File: config.mk
export PLATFORM = sky130hd
export DESIGN_NAME = adc_serial_seq
export DESIGN_NICKNAME = d
export VERILOG_FILES = /design/src/rtl/adc_serial_seq.sv
export SDC_FILE = /design/constraint.sdc
export NUM_CORES = 1
export LEC_CHECK = 0
export ABC_CLOCK_PERIOD_IN_PS = 3350
export BUFFER_PORTS_ARGS = -buffer_cell sky130_fd_sc_hd__buf_4
export CAP_MARGIN = 25
export CELL_PAD_IN_SITES_DETAIL_PLACEMENT = 1
export CELL_PAD_IN_SITES_GLOBAL_PLACEMENT = 2
export CORE_MARGIN = 1
export CORE_UTILIZATION = 30
export CTS_BUF_LIST = sky130_fd_sc_hd__clkbuf_4 sky130_fd_sc_hd__clkbuf_8 sky130_fd_sc_hd__clkbuf_16
export DETAILED_ROUTE_END_ITERATION = 7
export GPL_ROUTABILITY_DRIVEN = 0
export PLACE_DENSITY = 0.71
export SETUP_SLACK_MARGIN = 0.15
export SLEW_MARGIN = 10
export SYNTH_ARGS = -nofsm -noshare
export SYNTH_HDL_FRONTEND = slang
export SYNTH_SLANG_ARGS = --single-unit
File: constraint.sdc
create_clock -name clk -period 3.35 [get_ports clk]
set_clock_uncertainty 0.15 [all_clocks]
set_input_delay 0.67 -clock clk [delete_from_list [all_inputs] [get_ports clk]]
set_output_delay 0.67 -clock clk [all_outputs]
set_load 0.03 [all_outputs]
File: src/rtl/adc_serial_seq.sv
module adc_serial_seq #(
  parameter int WIDTH       = 16,
  parameter int CONV_CYCLES = 2075000
) (
  input  logic             clk,
  input  logic             rst_n,
  input  logic             cs_n,
  input  logic             sclk,
  input  logic [WIDTH-1:0] conv_result,
  output logic             sdo,
  output logic             sdo_oe
);

  localparam int CW = $clog2(CONV_CYCLES + 1);

  typedef enum logic [1:0] {ST_CONV = 2'd0, ST_SLEEP = 2'd1, ST_DOUT = 2'd2} state_t;

  state_t           state;
  logic [1:0]       cs_sync, sclk_sync;
  logic             cs_q, sclk_q;
  logic [CW-1:0]    conv_cnt;
  logic [WIDTH-1:0] shreg;

  wire cs_s      = cs_sync[1];
  wire cs_fall   = cs_q & ~cs_s;
  wire cs_rise   = ~cs_q & cs_s;
  wire sclk_fall = sclk_q & ~sclk_sync[1];
  wire conv_done = (state == ST_CONV) && (conv_cnt == CW'(CONV_CYCLES - 1));

  always_ff @(posedge clk or negedge rst_n) begin
    if (!rst_n) begin
      cs_sync   <= 2'b11;
      cs_q      <= 1'b1;
      sclk_sync <= 2'b00;
      sclk_q    <= 1'b0;
    end else begin
      cs_sync   <= {cs_sync[0], cs_n};
      cs_q      <= cs_s;
      sclk_sync <= {sclk_sync[0], sclk};
      sclk_q    <= sclk_sync[1];
    end
  end

  always_ff @(posedge clk or negedge rst_n) begin
    if (!rst_n)
      conv_cnt <= '0;
    else if (state != ST_CONV || conv_done)
      conv_cnt <= '0;
    else
      conv_cnt <= conv_cnt + 1'b1;
  end

  always_ff @(posedge clk or negedge rst_n) begin
    if (!rst_n) begin
      state <= ST_CONV;
      shreg <= '0;
    end else begin
      case (state)
        ST_CONV: if (conv_done) begin
          shreg <= conv_result;
          state <= ST_SLEEP;
        end
        ST_SLEEP: if (cs_fall) state <= ST_DOUT;
        ST_DOUT: begin
          if (cs_rise)        state <= ST_CONV;
          else if (sclk_fall) shreg <= {shreg[WIDTH-2:0], 1'b0};
        end
        default: state <= ST_CONV;
      endcase
    end
  end

  assign sdo    = (state == ST_CONV) ? 1'b1 :
                  (state == ST_DOUT) ? shreg[WIDTH-1] : 1'b0;
  assign sdo_oe = ~cs_s;

endmodule

== Word-level counts from Yosys, hierarchy flattened ==
Index checks and enable logic that the tools add are counted.

* Shifts and indexed selects: 0
* Div/mod/pow operators: 0
* Multiply operators: 0
* Add/subtract/negate cells: 1
* Mux-type cells: 11
* Equality and inequality tests: 8
* Reductions and logical operators: 7
* Magnitude comparators: 0
* Bitwise logic cells: 6

{| class="wikitable"
|+ Operators with widths
! operator !! count
|-
| $mux 16 || 3
|-
| $pmux 16 s2 || 1
|-
| $add 21x1->21 const B || 1
|-
| $eq 21x21->1 const B || 1
|-
| $mux 21 || 1
|-
| $ne 2x2->1 const B || 5
|-
| $mux 2 || 3
|-
| $pmux 2 s3 || 1
|-
| $reduce_and 4->1 || 1
|-
| $reduce_bool 2->1 || 2
|-
| $and 1x1->1 || 3
|-
| $not 1->1 || 3
|-
| $reduce_and 3->1 || 1
|-
| $eq 2x1->1 const B || 1
|-
| $eq 2x2->1 const B || 1
|-
| $logic_not 2->1 || 1
|-
| $mux 1 || 2
|-
| $logic_and 1x1->1 || 1
|-
| $logic_or 1x1->1 || 1
|}

* Bits in read-only memories: 0
* Register bits after elaboration: 45
* Output and inout bits: 2
* RAM bits: 0
* Word-level logic and storage cells: 40
* Memories kept: 0
* Bits in latches: 0

== Longest topological paths before layout ==
Gate-level depths: netlist (run 1).

* Depth after elaboration: 5
* Depth in mapped cells: 6

== Least setup slack after synthesis (run 1) ==
Ideal clock, no wire load.

* Path kind: reg-to-reg
* From: register conv_cnt[14]
* To: register shreg[10]
* Arrival time: 2.153 ns
* Buffers on the path: 1
* Setup time: 0.125 ns
* Required time: 3.075 ns
* Path slack: 0.922 ns
* Stages on the path, launching flop included: 6
* Period minus slack after synthesis: 2.428 ns
* Cell sequence: dfrtp_1 > or4b_1 > or4_4 > o32ai_4 > buf_8 > mux2_4

* Word-level cells in the longest chain between the ends: 4

{| class="wikitable"
|+ RTL lines
! what !! RTL line !! source
|-
| start: declaration || 21 || <nowiki>logic [CW-1:0] conv_cnt;</nowiki>
|-
| start signal: assignment || 50 || <nowiki>conv_cnt <= conv_cnt + 1'b1;</nowiki>
|-
| $eq 21x21->1 || 28 || <nowiki>wire conv_done = (state == ST_CONV) && (conv_cnt == CW'(CONV_CYCLES - 1));</nowiki>
|-
| $logic_and 1x1->1 || 28 ||
|-
| $ne 2x2->1 (no line) || - ||
|-
| $reduce_and 4->1 (no line) || - ||
|-
| end signal: assignment || 60 || <nowiki>shreg <= conv_result;</nowiki>
|-
| end signal: assignment || 66 || <nowiki>else if (sclk_fall) shreg <= {shreg[WIDTH-2:0], 1'b0};</nowiki>
|-
| end: declaration || 22 || <nowiki>logic [WIDTH-1:0] shreg;</nowiki>
|}

No other way between the ends.
A chain may end at the register's enable or synchronous reset.

== Worst setup path after layout (run 1) ==
* From: register conv_cnt[14]
* To: register shreg[2]

Same word-level chain as after synthesis.

==> results of run 1 <==
## final cells by class
class / instances / area [um2] / share of cell area (%)
Timing Repair Buffer: 24 / 180 / 7.01
Clock inverter: 2 / 37.5 / 1.46
Multi-Input combinational cell: 130 / 997 / 38.8
Clock buffer: 6 / 82.6 / 3.21
Tap cell: 96 / 120 / 4.67
Inverter: 6 / 22.5 / 0.876
Sequential cell: 45 / 1130 / 44.0
## power groups by stage
stage                     clock, W  combinational (W)  sequential, W
after floorplan                  0          0.0000110       0.000560
final                     0.000417          0.0000397       0.000550
after global placement           0          0.0000407       0.000561
after global routing      0.000453          0.0000446       0.000551
after CTS                 0.000438          0.0000412       0.000550
after detailed placement         0          0.0000412       0.000561
## how the worst max path moves through the flow
stage / start / to / depth (start not counted)
after CTS: conv_cnt[14]$_DFF_PN0_ / shreg[2]$_DFFE_PN0P_ / 4
after global placement: conv_cnt[14]$_DFF_PN0_ / shreg[3]$_DFFE_PN0P_ / 4
after floorplan: conv_cnt[14]$_DFF_PN0_ / shreg[10]$_DFFE_PN0P_ / 5
after global routing: conv_cnt[14]$_DFF_PN0_ / shreg[2]$_DFFE_PN0P_ / 4
after detailed placement: conv_cnt[14]$_DFF_PN0_ / shreg[2]$_DFFE_PN0P_ / 4
final: conv_cnt[14]$_DFF_PN0_ / shreg[2]$_DFFE_PN0P_ / 4
## sequential cells by signal, indices dropped and copies added (netlist names)
name       cells
conv_cnt      21
shreg         16
cs_q           1
sclk_sync      2
cs_sync        2
state          2
sclk_q         1
## cells in the mapped netlist (3+ instances only)
master,instances,area [um2]
sky130_fd_sc_hd__xnor2_1,7,61.3
sky130_fd_sc_hd__o31ai_1,3,22.5
sky130_fd_sc_hd__nor2_1,17,63.8
sky130_fd_sc_hd__or4_1,5,37.5
sky130_fd_sc_hd__nand2_1,8,30.0
sky130_fd_sc_hd__o21ai_0,6,30.0
sky130_fd_sc_hd__mux2_4,9,135
sky130_fd_sc_hd__mux2_2,20,225
sky130_fd_sc_hd__dfrtp_1,42,1050
sky130_fd_sc_hd__or3_1,7,43.8
sky130_fd_sc_hd__xor2_1,6,52.6
sky130_fd_sc_hd__nand3_1,6,30.0
sky130_fd_sc_hd__a21oi_1,8,40.0
sky130_fd_sc_hd__nand4_1,8,50.1
sky130_fd_sc_hd__inv_1,6,22.5
sky130_fd_sc_hd__nor4_1,4,25.0
sky130_fd_sc_hd__dfstp_2,3,78.8
## per-layer routing
| metal | global-route usage, % | vias to the layer above | wire length [um] |
|---|---|---|---|
| met5 | 0 | - | 0 |
| met4 | 4.92 | 0 | 63 |
| met3 | 2.56 | 5 | 89 |
| met2 | 19.1 | 16 | 1960 |
| met1 | 18.5 | 726 | 2210 |
| li1 | - | 723 | - |
## stage by stage
step	cells	setup WS [ns]
after global routing	309	0.526
after detailed placement	301	0.624
after floorplan	186	0.922
after CTS	309	0.608
after global placement	301	0.642
final	309	0.639
## layout by cell type, fill, tap and decap left out
cell                          n
sky130_fd_sc_hd__dfrtp_1     42
sky130_fd_sc_hd__buf_4       24
sky130_fd_sc_hd__mux2_2      20
sky130_fd_sc_hd__nor2_1      17
sky130_fd_sc_hd__mux2_4       9
sky130_fd_sc_hd__nand4_1      8
sky130_fd_sc_hd__nand2_1      8
sky130_fd_sc_hd__a21oi_1      8
sky130_fd_sc_hd__or3_1        7
sky130_fd_sc_hd__xnor2_1      7
sky130_fd_sc_hd__nand3_1      6
sky130_fd_sc_hd__o21ai_0      6
sky130_fd_sc_hd__xor2_1       6
sky130_fd_sc_hd__inv_1        6
sky130_fd_sc_hd__clkbuf_8     6
sky130_fd_sc_hd__or4_1        5
sky130_fd_sc_hd__nor4_1       4
sky130_fd_sc_hd__o31ai_1      3
sky130_fd_sc_hd__dfstp_2      3
sky130_fd_sc_hd__nor2b_1      2
sky130_fd_sc_hd__mux2i_1      2
sky130_fd_sc_hd__or4b_1       1
sky130_fd_sc_hd__nand3b_1     1
sky130_fd_sc_hd__or4_4        1
sky130_fd_sc_hd__o21ai_1      1
sky130_fd_sc_hd__and4_1       1
sky130_fd_sc_hd__and3_1       1
sky130_fd_sc_hd__nor3_1       1
sky130_fd_sc_hd__and2_1       1
sky130_fd_sc_hd__nand2b_1     1
sky130_fd_sc_hd__or4bb_1      1
sky130_fd_sc_hd__o32ai_4      1
sky130_fd_sc_hd__ha_1         1
sky130_fd_sc_hd__bufinv_16    1
sky130_fd_sc_hd__clkinvlp_4   1
## cell families (layout without fill, tap and decap cells)
group | Yosys count | count (layout)
compound gates | 19 | 19
flops | 45 | 45
simple gates | 66 | 66
fa+ha+maj | 1 | 1
xor+xnor | 13 | 13
buf+inv | 11 | 38
mux | 31 | 31
## critical path: cells and delay by family (launching register included)
| family | cells | cell delay [ns] |
|---|---|---|
| flops | 1 | 0.43 |
| simple gates | 2 | 1.09 |
| compound gates | 1 | 0.52 |
| mux | 1 | 0.42 |
==> impl_summary.log, run 1 <==
[metrics] Total Negative Setup Slacks: 0 ns
[metrics] number of primary I/O pins: 22
[metrics] PortBufs: 21
[metrics] filler instances: between 800 and 900
[metrics] clock root cell: sky130_fd_sc_hd__clkbuf_8
[metrics] nature of the critical path endpoint: flip-flop
[metrics] number of CTS-inserted buffers: 5
[metrics] Total Power: 0.00101 W
[metrics] Layout area overhead: 17.8%
[metrics] Logic pwr share: between 3 and 4%
[metrics] fin nets: around 230
[metrics] netlist area before placement: between 2000 and 2500 um2
[metrics] Largest stage delay, worst path: 0.56 ns
[metrics] mux cell area share after synthesis: 17.4%
[metrics] headroom to the max-slew limit: 36.9%
[metrics] Post-synth EDFFs: 0
[metrics] number of stages on the worst hold path: 0
[metrics] placed standard-cell area: about 2400 um2
[metrics] adder-cell area share of the yosys netlist: less than 1%
[metrics] number of detailed-routing iterations run before antenna repair: 4
[metrics] H-Tree Depth: 2
[metrics] Slew @ Worst Pin: about 0.95 ns
[metrics] WL per Instance: 14.0 um
[metrics] Hold Crit Class: reg -> reg
[metrics] Sinks on Clock Net: 45
[metrics] Internal: 0.000812 W
[metrics] fraction of registers with async set/reset: 100%
[metrics] Post-Synthesis Cells: between 150 and 200
[metrics] Die ar.: around 7600 um2
[metrics] Max Cap Viol: 0
[metrics] start point of the worst hold path: sclk_sync[0]$_DFF_PN0_
[metrics] drt drc: 0
[metrics] 1st-iter DRT viols: 34
[metrics] number of gates resized after CTS: 0
[metrics] critical register-to-register path startpoint: conv_cnt[14]$_DFF_PN0_
[metrics] post-synthesis simple-gate area fraction: 16.7%
[metrics] pin count of the biggest net entering global routing: 46
[metrics] Initial Utilization: a little under a third
[metrics] share of total power in sequential cells: 54.6%
[metrics] fraction of final layout cells sized beyond drive strength 1: a little under a third
[metrics] hold violation total from the final report: 0
[metrics] number of antenna violations at the first check in global routing: 0
[metrics] first-pass GRT wire length: 7530 um
[metrics] TritonCTS clock tree: done
[metrics] sequential share of the synthesized area: 51.8%
[metrics] critical path cell sequence: or4b_1 -> or4_4 -> o32ai_4 -> mux2_2
[metrics] Detail Route Antenna Nets: 0
[metrics] share of the synthesized netlist area taken by xor and xnor gates: 5.22%
[metrics] core box area: 6910 um2
[metrics] fmax: roughly 370 MHz
[metrics] Max FO, Critical Path: 16
[metrics] Total GRT Usage: 12.9%
[metrics] # Post-CTS Setup Buffers: 0
[metrics] start-to-end type of the worst setup path: reg -> reg
[metrics] part of the total power dissipated in the clock network: 41.4%
[metrics] number of distinct library cells after synthesis: 34
[metrics] synthesized-area fraction occupied by ao, oa, aoi and oai cells: 5.73%
[metrics] worst hold path endpoint: sclk_sync[1]$_DFF_PN0_
[metrics] clock slew at reported path FFs: 0.08 ns
[metrics] Critical Path RT: ~3.4 ns
[metrics] arrival time worst endpoint: 2.74 ns
[metrics] average cell area after synthesis: 11.7 um2
[metrics] vias: 1470
[metrics] WHS: 0.212 ns
[metrics] FF-to-FF path depth: 4
[metrics] clock insertion delay at the later pin of the skew report: 0.29 ns
[metrics] CP max stage cell: sky130_fd_sc_hd__or4_4
[metrics] main combinational cell family by area after synthesis: multiplexers
[metrics] number of cell rows: 30
[metrics] Critical Path Source Type: flip-flop
[metrics] Post-synth top flop: sky130_fd_sc_hd__dfrtp_1
[metrics] vias in the first global route: 1495
[metrics] CTS Hold Bufs: 0
[metrics] Worst R2R End: shreg[2]$_DFFE_PN0P_
[metrics] post-route fraction of the period consumed by the critical path: between 80% and 90%
[metrics] Post-Syn Nets: a little over 200
[metrics] IR drop worst, VDD: 301 uV
[metrics] total leakage power: 1.08 nW
[metrics] outcome: completed
[metrics] die span in y: 87.3 um
[metrics] power density normalized to cell area: 392 nW/um2
[metrics] ant diodes: 0
[metrics] horizontal die dimension: approximately 87 um
[metrics] switching pwr: ~0.00019 W
[metrics] overall overflow remaining after global route: 0
[metrics] final worst path period need: 2.71 ns
[metrics] sw frac: 19.4%
[metrics] Synthesis Warnings: 0
[metrics] Pins Over Slew Limit: 0
[metrics] count of state elements after synthesis: 45
[metrics] Avg Vias per Cell: ~4.8
[metrics] final setup violating endpoints: 0
[metrics] final instance area: 2570 um2
[metrics] number of buffers on the longest clock path: 2
[metrics] Detailed Place HPWL: 3100 um
[metrics] unrepaired setup endpoints after global routing: false
[metrics] total wirelength of the detailed-routed design: around 4300 um
[metrics] final core utilization: 37.2%
[metrics] R2R Setup Slk: 0.64 ns
Power figures use the tool's default switching activity.
==> inputs of run 2 (changes only) <==
--- a/config.mk
+++ b/config.mk
@@ -5,7 +5,8 @@
 export SDC_FILE = /design/constraint.sdc
 export NUM_CORES = 1
 export LEC_CHECK = 0
-export ABC_CLOCK_PERIOD_IN_PS = 3350
+export ABC_AREA = 1
+export ABC_CLOCK_PERIOD_IN_PS = 2250
 export BUFFER_PORTS_ARGS = -buffer_cell sky130_fd_sc_hd__buf_4
 export CAP_MARGIN = 25
 export CELL_PAD_IN_SITES_DETAIL_PLACEMENT = 1
@@ -15,7 +16,7 @@
 export CTS_BUF_LIST = sky130_fd_sc_hd__clkbuf_4 sky130_fd_sc_hd__clkbuf_8 sky130_fd_sc_hd__clkbuf_16
 export DETAILED_ROUTE_END_ITERATION = 7
 export GPL_ROUTABILITY_DRIVEN = 0
-export PLACE_DENSITY = 0.71
+export PLACE_DENSITY = 0.81
 export SETUP_SLACK_MARGIN = 0.15
 export SLEW_MARGIN = 10
 export SYNTH_ARGS = -nofsm -noshare
==> constraint.sdc (replaced) <==
create_clock -name clk -period 2.25 [get_ports clk]
set_clock_uncertainty 0.15 [all_clocks]
set_input_delay 0.45 -clock clk [delete_from_list [all_inputs] [get_ports clk]]
set_output_delay 0.45 -clock clk [all_outputs]
set_load 0.03 [all_outputs]
==> impl_summary.log, run 2 <==
[metrics] outcome: finished, violations left (was completed)
[metrics] violations in the final reports: negative hold slack
[metrics] fin nets: 379 (was 233)
[metrics] placed standard-cell area: 2740 um2 (was 2450 um2)
[metrics] start-to-end type of the worst setup path: reg -> out (was reg -> reg)
[metrics] Final Worst Setup Slack: 0.285 ns (was 0.639 ns)
[metrics] Max Cap Viol: 0 (unchanged)
[metrics] Detail Route Antenna Nets: 0 (unchanged)
[metrics] number of buffers on the longest clock path: 2 (unchanged)
[metrics] fraction of registers with async set/reset: 100% (unchanged)
[metrics] average cell area after synthesis: 7.49 um2 (was 11.7 um2)
[metrics] Synth area leaders: sky130_fd_sc_hd__dfrtp_1 42%, sky130_fd_sc_hd__nand2_1 18%, sky130_fd_sc_hd__nor2_1 8.1%, sky130_fd_sc_hd__nand3_1 6.2%, sky130_fd_sc_hd__nand3_2 4.0% (was sky130_fd_sc_hd__dfrtp_1 48%, sky130_fd_sc_hd__mux2_2 10%, sky130_fd_sc_hd__mux2_4 6.2%, sky130_fd_sc_hd__dfstp_2 3.6%, sky130_fd_sc_hd__nor2_1 2.9%)
[metrics] power density normalized to cell area: 494 nW/um2 (was 392 nW/um2)
[metrics] clock slew at reported path FFs: 0.09 ns (was 0.08 ns)
[metrics] Total GRT Usage: 15.8% (was 12.9%)
[metrics] part of the total power dissipated in the clock network: 37.6% (was 41.4%)
[metrics] sequential share of the synthesized area: 45.3% (was 51.8%)
[metrics] post-route fraction of the period consumed by the critical path: 87.3%
[metrics] final setup violating endpoints: 0 (unchanged)
[metrics] netlist area before placement: 2490 um2 (was 2180 um2)
[metrics] critical register-to-register path startpoint: conv_cnt[0]$_DFF_PN0_ (was conv_cnt[14]$_DFF_PN0_)
[metrics] number of antenna violations at the first check in global routing: 0 (unchanged)
[metrics] Most flops, register: conv_cnt (unchanged)
[metrics] core box area: 7890 um2 (was 6910 um2)
[metrics] hold violation total from the final report: 14 (was 0)
[metrics] CTS Hold Bufs: 0 (unchanged)
[metrics] die span in y: 93.2 um (was 87.3 um)
[metrics] fraction of final layout cells sized beyond drive strength 1: 17.5% (was 31.0%)
[metrics] count of state elements after synthesis: 45 (unchanged)
[metrics] headroom to the max-slew limit: 61.8% (was 36.9%)
[metrics] Worst R2R End: shreg[1]$_DFFE_PN0P_ (was shreg[2]$_DFFE_PN0P_)
[metrics] CP max stage cell: sky130_fd_sc_hd__dfrtp_1 (was sky130_fd_sc_hd__or4_4)
[metrics] Max FO, Critical Path: 11 (was 16)
[metrics] largest registers in the final layout: conv_cnt x21, shreg x16 (unchanged)
[metrics] Die ar.: 8690 um2 (was 7620 um2)
[metrics] first-pass GRT wire length: 10600 um (was 7530 um)
[metrics] Placement Setup Slack: 0.313 ns (was 0.624 ns)
[metrics] Synthesis Warnings: 0 (unchanged)
[metrics] Internal: 0.00108 W (was 0.000812 W)
[metrics] horizontal die dimension: 93.2 um (was 87.3 um)
[metrics] final worst path period need: 1.96 ns
[metrics] critical path cell sequence: nand2_2 -> clkinv_4 -> nand2_1 -> o21ai_0 -> buf_4 (was or4b_1 -> or4_4 -> o32ai_4 -> mux2_2)
[metrics] arrival time worst endpoint: 1.36 ns (was 2.74 ns)
[metrics] number of flip-flops under the largest register name: 21 (unchanged)
[metrics] Hold Crit Class: in -> async (was reg -> reg)
[metrics] R2R Setup Slk: 0.38 ns (was 0.64 ns)
[metrics] Critical Path RT: 1.65 ns (was 3.38 ns)
[metrics] clock insertion delay at the later pin of the skew report: 0.30 ns (was 0.29 ns)
[metrics] PortBufs: 21 (unchanged)
[metrics] Largest stage delay, worst path: 0.44 ns (was 0.56 ns)
[metrics] leading cell type in the layout, fill and taps excluded: sky130_fd_sc_hd__nand2_1 (was sky130_fd_sc_hd__dfrtp_1)
[metrics] post-synthesis cell type with the largest combined area: sky130_fd_sc_hd__dfrtp_1 (unchanged)
[metrics] number of cell rows: 32 (was 30)
[metrics] final instance count without filler cells: 461 (was 309)
[metrics] total leakage power: 1.31 nW (was 1.08 nW)
[metrics] Post-Synthesis Cells: 333 (was 186)
[metrics] number of primary I/O pins: 22 (unchanged)
[metrics] Avg Vias per Cell: 4.57 (was 4.76)
[metrics] vias in the first global route: 2182 (was 1495)
[metrics] FF-to-FF path depth: 8 (was 4)
[metrics] fmax: 509 MHz
[metrics] WL per Instance: 13.0 um (was 14.0 um)
[metrics] pin count of the biggest net entering global routing: 46 (unchanged)
[metrics] IR drop worst, VDD: 215 uV (was 301 uV)
[metrics] nature of the critical path endpoint: output pin (was flip-flop)
[metrics] Total Negative Setup Slacks: 0 ns (unchanged)
[metrics] sw frac: 23.8% (was 19.4%)
[metrics] top-area cell type share of the netlist area: 42.1% (was 48.2%)
[metrics] Slew @ Worst Pin: 0.571 ns (was 0.947 ns)
[metrics] share of total power in sequential cells: 57.9% (was 54.6%)
[metrics] total wirelength of the detailed-routed design: 6000 um (was 4320 um)
[metrics] ant diodes: 0 (unchanged)
[metrics] filler instances: 977 (was 802)
[metrics] most common cell in the synthesized netlist: sky130_fd_sc_hd__nand2_1 (was sky130_fd_sc_hd__dfrtp_1)
[metrics] clock root cell: sky130_fd_sc_hd__clkbuf_8 (unchanged)
[metrics] Layout area overhead: 14.6% (was 17.8%)
[metrics] Post-synth top flop: sky130_fd_sc_hd__dfrtp_1 (unchanged)
[metrics] Initial Utilization: 31.6% (about the same)
[metrics] H-Tree Depth: 2 (unchanged)
[metrics] Critical Path Source Type: flip-flop (unchanged)
[metrics] number of CTS-inserted buffers: 5 (unchanged)
[metrics] final instance area: 2860 um2 (was 2570 um2)
[metrics] commonest cells after routing, fill and taps aside: 122 x sky130_fd_sc_hd__nand2_1, 54 x sky130_fd_sc_hd__nor2_1, 42 x sky130_fd_sc_hd__dfrtp_1 (was 42 x sky130_fd_sc_hd__dfrtp_1, 24 x sky130_fd_sc_hd__buf_4, 20 x sky130_fd_sc_hd__mux2_2)
[metrics] post-placement cell count: 451 (was 301)
[metrics] number of detailed-routing iterations run before antenna repair: 4 (unchanged)
[metrics] number of distinct library cells after synthesis: 26 (was 34)
[metrics] vias: 2109 (was 1470)
[metrics] Post-synth EDFFs: 0 (unchanged)
[metrics] overall overflow remaining after global route: 0 (unchanged)
[metrics] Logic pwr share: 4.5% (was 3.9%)
[metrics] Detailed Place HPWL: 4330 um (was 3100 um)
[metrics] Sinks on Clock Net: 45 (unchanged)
[metrics] unrepaired setup endpoints after global routing: false (unchanged)
[metrics] Total Power: 0.00141 W (was 0.00101 W)
[metrics] WHS: -0.0104 ns (was 0.212 ns)
[metrics] drt drc: 0 (unchanged)
[metrics] switching pwr: 0.000336 W (was 0.000195 W)
[metrics] cell types with the highest counts after synthesis: 122 x sky130_fd_sc_hd__nand2_1, 54 x sky130_fd_sc_hd__nor2_1, 42 x sky130_fd_sc_hd__dfrtp_1 (was 42 x sky130_fd_sc_hd__dfrtp_1, 20 x sky130_fd_sc_hd__mux2_2, 17 x sky130_fd_sc_hd__nor2_1)
[metrics] Post-Syn Nets: 354 (was 207)
[metrics] TritonCTS clock tree: done (unchanged)
[metrics] 1st-iter DRT viols: 63 (was 34)
[metrics] Pins Over Slew Limit: 0 (unchanged)
run 2: cell count changes after synthesis, sizes merged, moves of 6 or more:
cell,previous run,this run
or4,6,0
inv,6,27
nand4,8,1
nand2,8,127
mux2,29,0
nand3,6,42
nor3,1,7
or3,7,0
nor2,17,58
run 2: logic make-up (layout without fill, tap and decap cells):
family                   count (synthesis)  count (layout)  synth area share (%)
XOR/XNOR                                 7               7                  2.46
buffers and inverters                   35              61                  6.62
adder cells (fa/ha/maj)                  1               1                 0.501
AND/OR/NAND/NOR                        237             237                  43.4
AO/OA/AOI/OAI                            8               8                  1.76
flip-flops                              45              45                  45.3
run 2: through the flow:
step / hold WS [ns] / util, %
global route: 0.0155 / 36.2
global placement: 0.185 / 34.7
floorplan: 0.00441 / -
CTS: 0.00992 / 35.9
finish: -0.0104 / 36.2
detailed placement: 0.198 / 34.7
run 2: power groups by stage:
stage / logic, W / clock network, W / registers, W
after floorplan: 0.0000190 / 0 / 0.000834
after global placement: 0.0000650 / 0 / 0.000834
after detailed placement: 0.0000654 / 0 / 0.000834
after CTS: 0.0000658 / 0.000557 / 0.000819
after global routing: 0.0000712 / 0.000591 / 0.000820
final: 0.0000632 / 0.000532 / 0.000818
run 2: timing repair:
| action | 4_1_cts | 5_1_grt |
|---|---|---|
| endpoints found under the setup margin | 1 | 2 |
| gates resized for setup | 1 | 3 |
| setup buffers | 0 | 2 |
run 2: layer usage:
layer	track usage, %	part of all wire [%]
met4	5.38	1.4
met3	2.44	1.7
met2	25.2	47
met1	21.9	50
met5	0	0
run 2: worst max-delay path by stage:
stage	cells after the start	from	slack, ns	end
floorplan	6	state[0]$_DFFE_PN0P_	0.37	sdo
global placement	9	conv_cnt[0]$_DFF_PN0_	0.37	shreg[11]$_DFFE_PN0P_
detailed placement	9	conv_cnt[0]$_DFF_PN0_	0.31	shreg[10]$_DFFE_PN0P_
CTS	6	state[0]$_DFFE_PN0P_	0.18	sdo
global route	6	state[0]$_DFFE_PN0P_	0.16	sdo
finish	5	state[1]$_DFFE_PN0P_	0.29	sdo
run 2: critical path, delay by kind of cell (launching register included):
| kind | cells | cell delay (ns) |
|---|---|---|
| AO/OA/AOI/OAI | 1 | 0.10 |
| buffers and inverters | 2 | 0.31 |
| AND/OR/NAND/NOR | 2 | 0.20 |
| flip-flops | 1 | 0.44 |
run 2: final cells by class:
type	count	area (um2)	share of cell area, %
clock buffers	6	76.3	2.67
clock inverters	2	15.0	0.525
inverters	27	106	3.72
multi-input cells	253	1210	42.3
flip-flops and latches	45	1130	39.5
well taps	102	128	4.46
repair buffers	26	195	6.83
==> inputs of run 3 (changes only) <==
--- a/config.mk
+++ b/config.mk
@@ -12,11 +12,11 @@
 export CELL_PAD_IN_SITES_DETAIL_PLACEMENT = 1
 export CELL_PAD_IN_SITES_GLOBAL_PLACEMENT = 2
 export CORE_MARGIN = 1
-export CORE_UTILIZATION = 30
+export CORE_UTILIZATION = 31
 export CTS_BUF_LIST = sky130_fd_sc_hd__clkbuf_4 sky130_fd_sc_hd__clkbuf_8 sky130_fd_sc_hd__clkbuf_16
 export DETAILED_ROUTE_END_ITERATION = 7
 export GPL_ROUTABILITY_DRIVEN = 0
-export PLACE_DENSITY = 0.81
+export PLACE_DENSITY = 0.83
 export SETUP_SLACK_MARGIN = 0.15
 export SLEW_MARGIN = 10
 export SYNTH_ARGS = -nofsm -noshare
==> impl_summary.log, run 3 (same netlist as run 2, synthesis figures left out) <==
[metrics] Hold Crit Class: in -> async (unchanged)
[metrics] uppermost signal routing layer after detailed routing: met4 (unchanged)
[metrics] violations in the final reports: negative hold slack (unchanged)
[metrics] Slew @ Worst Pin: 0.582 ns (was 0.571 ns)
[metrics] total leakage power: 1.31 nW (about the same)
[metrics] horizontal die dimension: 91.7 um (was 93.2 um)
[metrics] Critical Path RT: 1.65 ns (about the same)
[metrics] unrepaired setup endpoints after global routing: false (unchanged)
[metrics] fmax: 504 MHz (was 509 MHz)
[metrics] number of cell rows: 32 (unchanged)
[metrics] DR WL met2: 2900 um (was 2810 um)
[metrics] core box area: 7770 um2 (was 7890 um2)
[metrics] final instance count without filler cells: 459 (was 461)
[metrics] overall overflow remaining after global route: 0 (unchanged)
[metrics] Max Cap Viol: 0 (unchanged)
[metrics] Total Negative Setup Slacks: 0 ns (unchanged)
[metrics] headroom to the max-slew limit: 61.0% (was 61.8%)
[metrics] post-placement cell count: 451 (unchanged)
[metrics] Total Power: 0.00142 W (was 0.00141 W)
[metrics] fin nets: 377 (was 379)
[metrics] Critical Path Source Type: flip-flop (unchanged)
[metrics] Die ar.: 8410 um2 (was 8690 um2)
[metrics] placed standard-cell area: 2740 um2 (unchanged)
[metrics] vias: 2127 (was 2109)
[metrics] largest registers in the final layout: conv_cnt x21, shreg x16 (unchanged)
[metrics] number of primary I/O pins: 22 (unchanged)
[metrics] final worst path period need: 1.98 ns (was 1.96 ns)
[metrics] nature of the critical path endpoint: output pin (unchanged)
[metrics] drt drc: 0 (unchanged)
[metrics] sequential standard cell area: 1130 um2 (unchanged)
[metrics] Total GRT Usage: 16.3% (was 15.8%)
[metrics] PortBufs: 21 (unchanged)
[metrics] H-Tree Depth: 2 (unchanged)
[metrics] leading cell type in the layout, fill and taps excluded: sky130_fd_sc_hd__nand2_1 (unchanged)
[metrics] DRT met1 WL: 3110 um (was 3010 um)
[metrics] Most flops, register: conv_cnt (unchanged)
[metrics] commonest cells after routing, fill and taps aside: 122 x sky130_fd_sc_hd__nand2_1, 54 x sky130_fd_sc_hd__nor2_1, 42 x sky130_fd_sc_hd__dfrtp_1 (unchanged)
[metrics] Pins Over Slew Limit: 0 (unchanged)
[metrics] hold violation total from the final report: 28 (was 14)
[metrics] # Post-CTS Setup Buffers: 0 (unchanged)
[metrics] Layout area overhead: 13.8% (was 14.6%)
[metrics] total wirelength of the detailed-routed design: 6190 um (was 6000 um)
[metrics] die span in y: 91.7 um (was 93.2 um)
[metrics] ant diodes: 0 (unchanged)
[metrics] WL per Instance: 13.5 um (was 13.0 um)
[metrics] CP max stage cell: sky130_fd_sc_hd__dfrtp_1 (unchanged)
[metrics] first-pass GRT wire length: 11000 um (was 10600 um)
[metrics] TritonCTS clock tree: done (unchanged)
[metrics] DR WL met3: 105 um (was 100 um)
[metrics] arrival time worst endpoint: 1.38 ns (was 1.36 ns)
[metrics] Avg Vias per Cell: 4.63 (was 4.57)
[metrics] post-route fraction of the period consumed by the critical path: 88.2% (was 87.3%)
[metrics] number of flip-flops under the largest register name: 21 (unchanged)
[metrics] Max FO, Critical Path: 11 (unchanged)
[metrics] Largest stage delay, worst path: 0.43 ns (was 0.44 ns)
[metrics] WHS: -0.0103 ns (was -0.0104 ns)
[metrics] Detail Route Antenna Nets: 0 (unchanged)
[metrics] fraction of final layout cells sized beyond drive strength 1: 17.1% (was 17.5%)
[metrics] power density normalized to cell area: 499 nW/um2 (was 494 nW/um2)
[metrics] vias in the first global route: 2303 (was 2182)
[metrics] critical path cell sequence: inv_1 -> nand2_2 -> inv_4 -> nand2_1 -> o21ai_0 -> buf_4 (was nand2_2 -> clkinv_4 -> nand2_1 -> o21ai_0 -> buf_4)
[metrics] number of detailed-routing iterations run before antenna repair: 3 (was 4)
[metrics] 1st-iter DRT viols: 73 (was 63)
[metrics] Initial Utilization: 32.1% (was 31.6%)
[metrics] filler instances: 996 (was 977)
[metrics] number of buffers on the longest clock path: 2 (unchanged)
[metrics] multi-input combinational cell area: 1210 um2 (unchanged)
[metrics] outcome: finished, violations left (unchanged)
[metrics] number of antenna violations at the first check in global routing: 0 (unchanged)
[metrics] IR drop worst, VDD: 198 uV (was 215 uV)
[metrics] number of CTS-inserted buffers: 5 (unchanged)
[metrics] clock root cell: sky130_fd_sc_hd__clkbuf_8 (unchanged)
[metrics] clock insertion delay at the later pin of the skew report: 0.31 ns (was 0.30 ns)
[metrics] start-to-end type of the worst setup path: reg -> out (unchanged)
[metrics] final setup violating endpoints: 0 (unchanged)
[metrics] clock slew at reported path FFs: 0.10 ns (was 0.09 ns)
[metrics] pin count of the biggest net entering global routing: 46 (unchanged)
[metrics] Sinks on Clock Net: 45 (unchanged)
[metrics] Detailed Place HPWL: 4310 um (was 4330 um)
[metrics] final instance area: 2840 um2 (was 2860 um2)
run 3: area by class of cell:
| class | instances | share of cell area, % |
|---|---|---|
| Multi-Input combinational cell | 253 | 42.6 |
| Sequential cell | 45 | 39.8 |
| Timing Repair Buffer | 24 | 6.34 |
| Tap cell | 102 | 4.49 |
| Inverter | 27 | 3.66 |
| Clock buffer | 5 | 2.42 |
| Clock inverter | 3 | 0.749 |
run 3: stage by stage:
stage,hold WS (ns),setup slack [ns],util (%)
5_1_grt,0.0352,0.165,36.6
4_1_cts,0.00981,0.166,36.4
3_3_place_gp,0.182,0.368,35.3
3_5_place_dp,0.198,0.327,35.3
2_1_floorplan,0.00441,0.374,-
6_report,-0.0103,0.266,36.6
run 3: routing by layer:
metal,GRT usage (%),vias to the layer above
met4,4.30,0
met2,27.3,15
met5,0,-
li1,-,1079
met3,2.82,7
met1,21.9,1026
run 3: critical path: cells and delay by family, from the launching register on:
| kind | cells | cell delay (ns) |
|---|---|---|
| AOI/OAI and AO/OA | 1 | 0.08 |
| and+or+nand+nor | 2 | 0.13 |
| buffers and inverters | 3 | 0.43 |
| DFF | 1 | 0.43 |
run 3: report_power, final:
| group | internal, W | total [W] | leakage, nW | switching, W |
|---|---|---|---|---|
| Clock | 0.000221 | 0.000536 | 0.0445 | 0.000314 |
| Sequential | 0.000816 | 0.000819 | 0.513 | 0.00000287 |
| Combinational | 0.0000300 | 0.0000636 | 0.749 | 0.0000336 |
run 3: final timing paths:
path,depth (start not counted),to,slack (ns),start
max reg2reg,8,shreg[3]$_DFFE_PN0P_,0.38,conv_cnt[0]$_DFF_PN0_
min reg2reg,0,cs_sync[1]$_DFF_PN1_,0.21,cs_sync[0]$_DFF_PN1_
min in group clk,1,cs_sync[0]$_DFF_PN1_,0.09,cs_n
max in group asynchronous,1,shreg[14]$_DFFE_PN0P_,1.57,rst_n
min,1,conv_cnt[5]$_DFF_PN0_,-0.01,rst_n
max,6,sdo,0.27,state[0]$_DFFE_PN0P_
run 3: what timing repair did:
item / 4_1_cts / 5_1_grt
hold buffers: 0 / 0
setup endpoints to repair: 0 / 11
gates resized for setup: 0 / 2
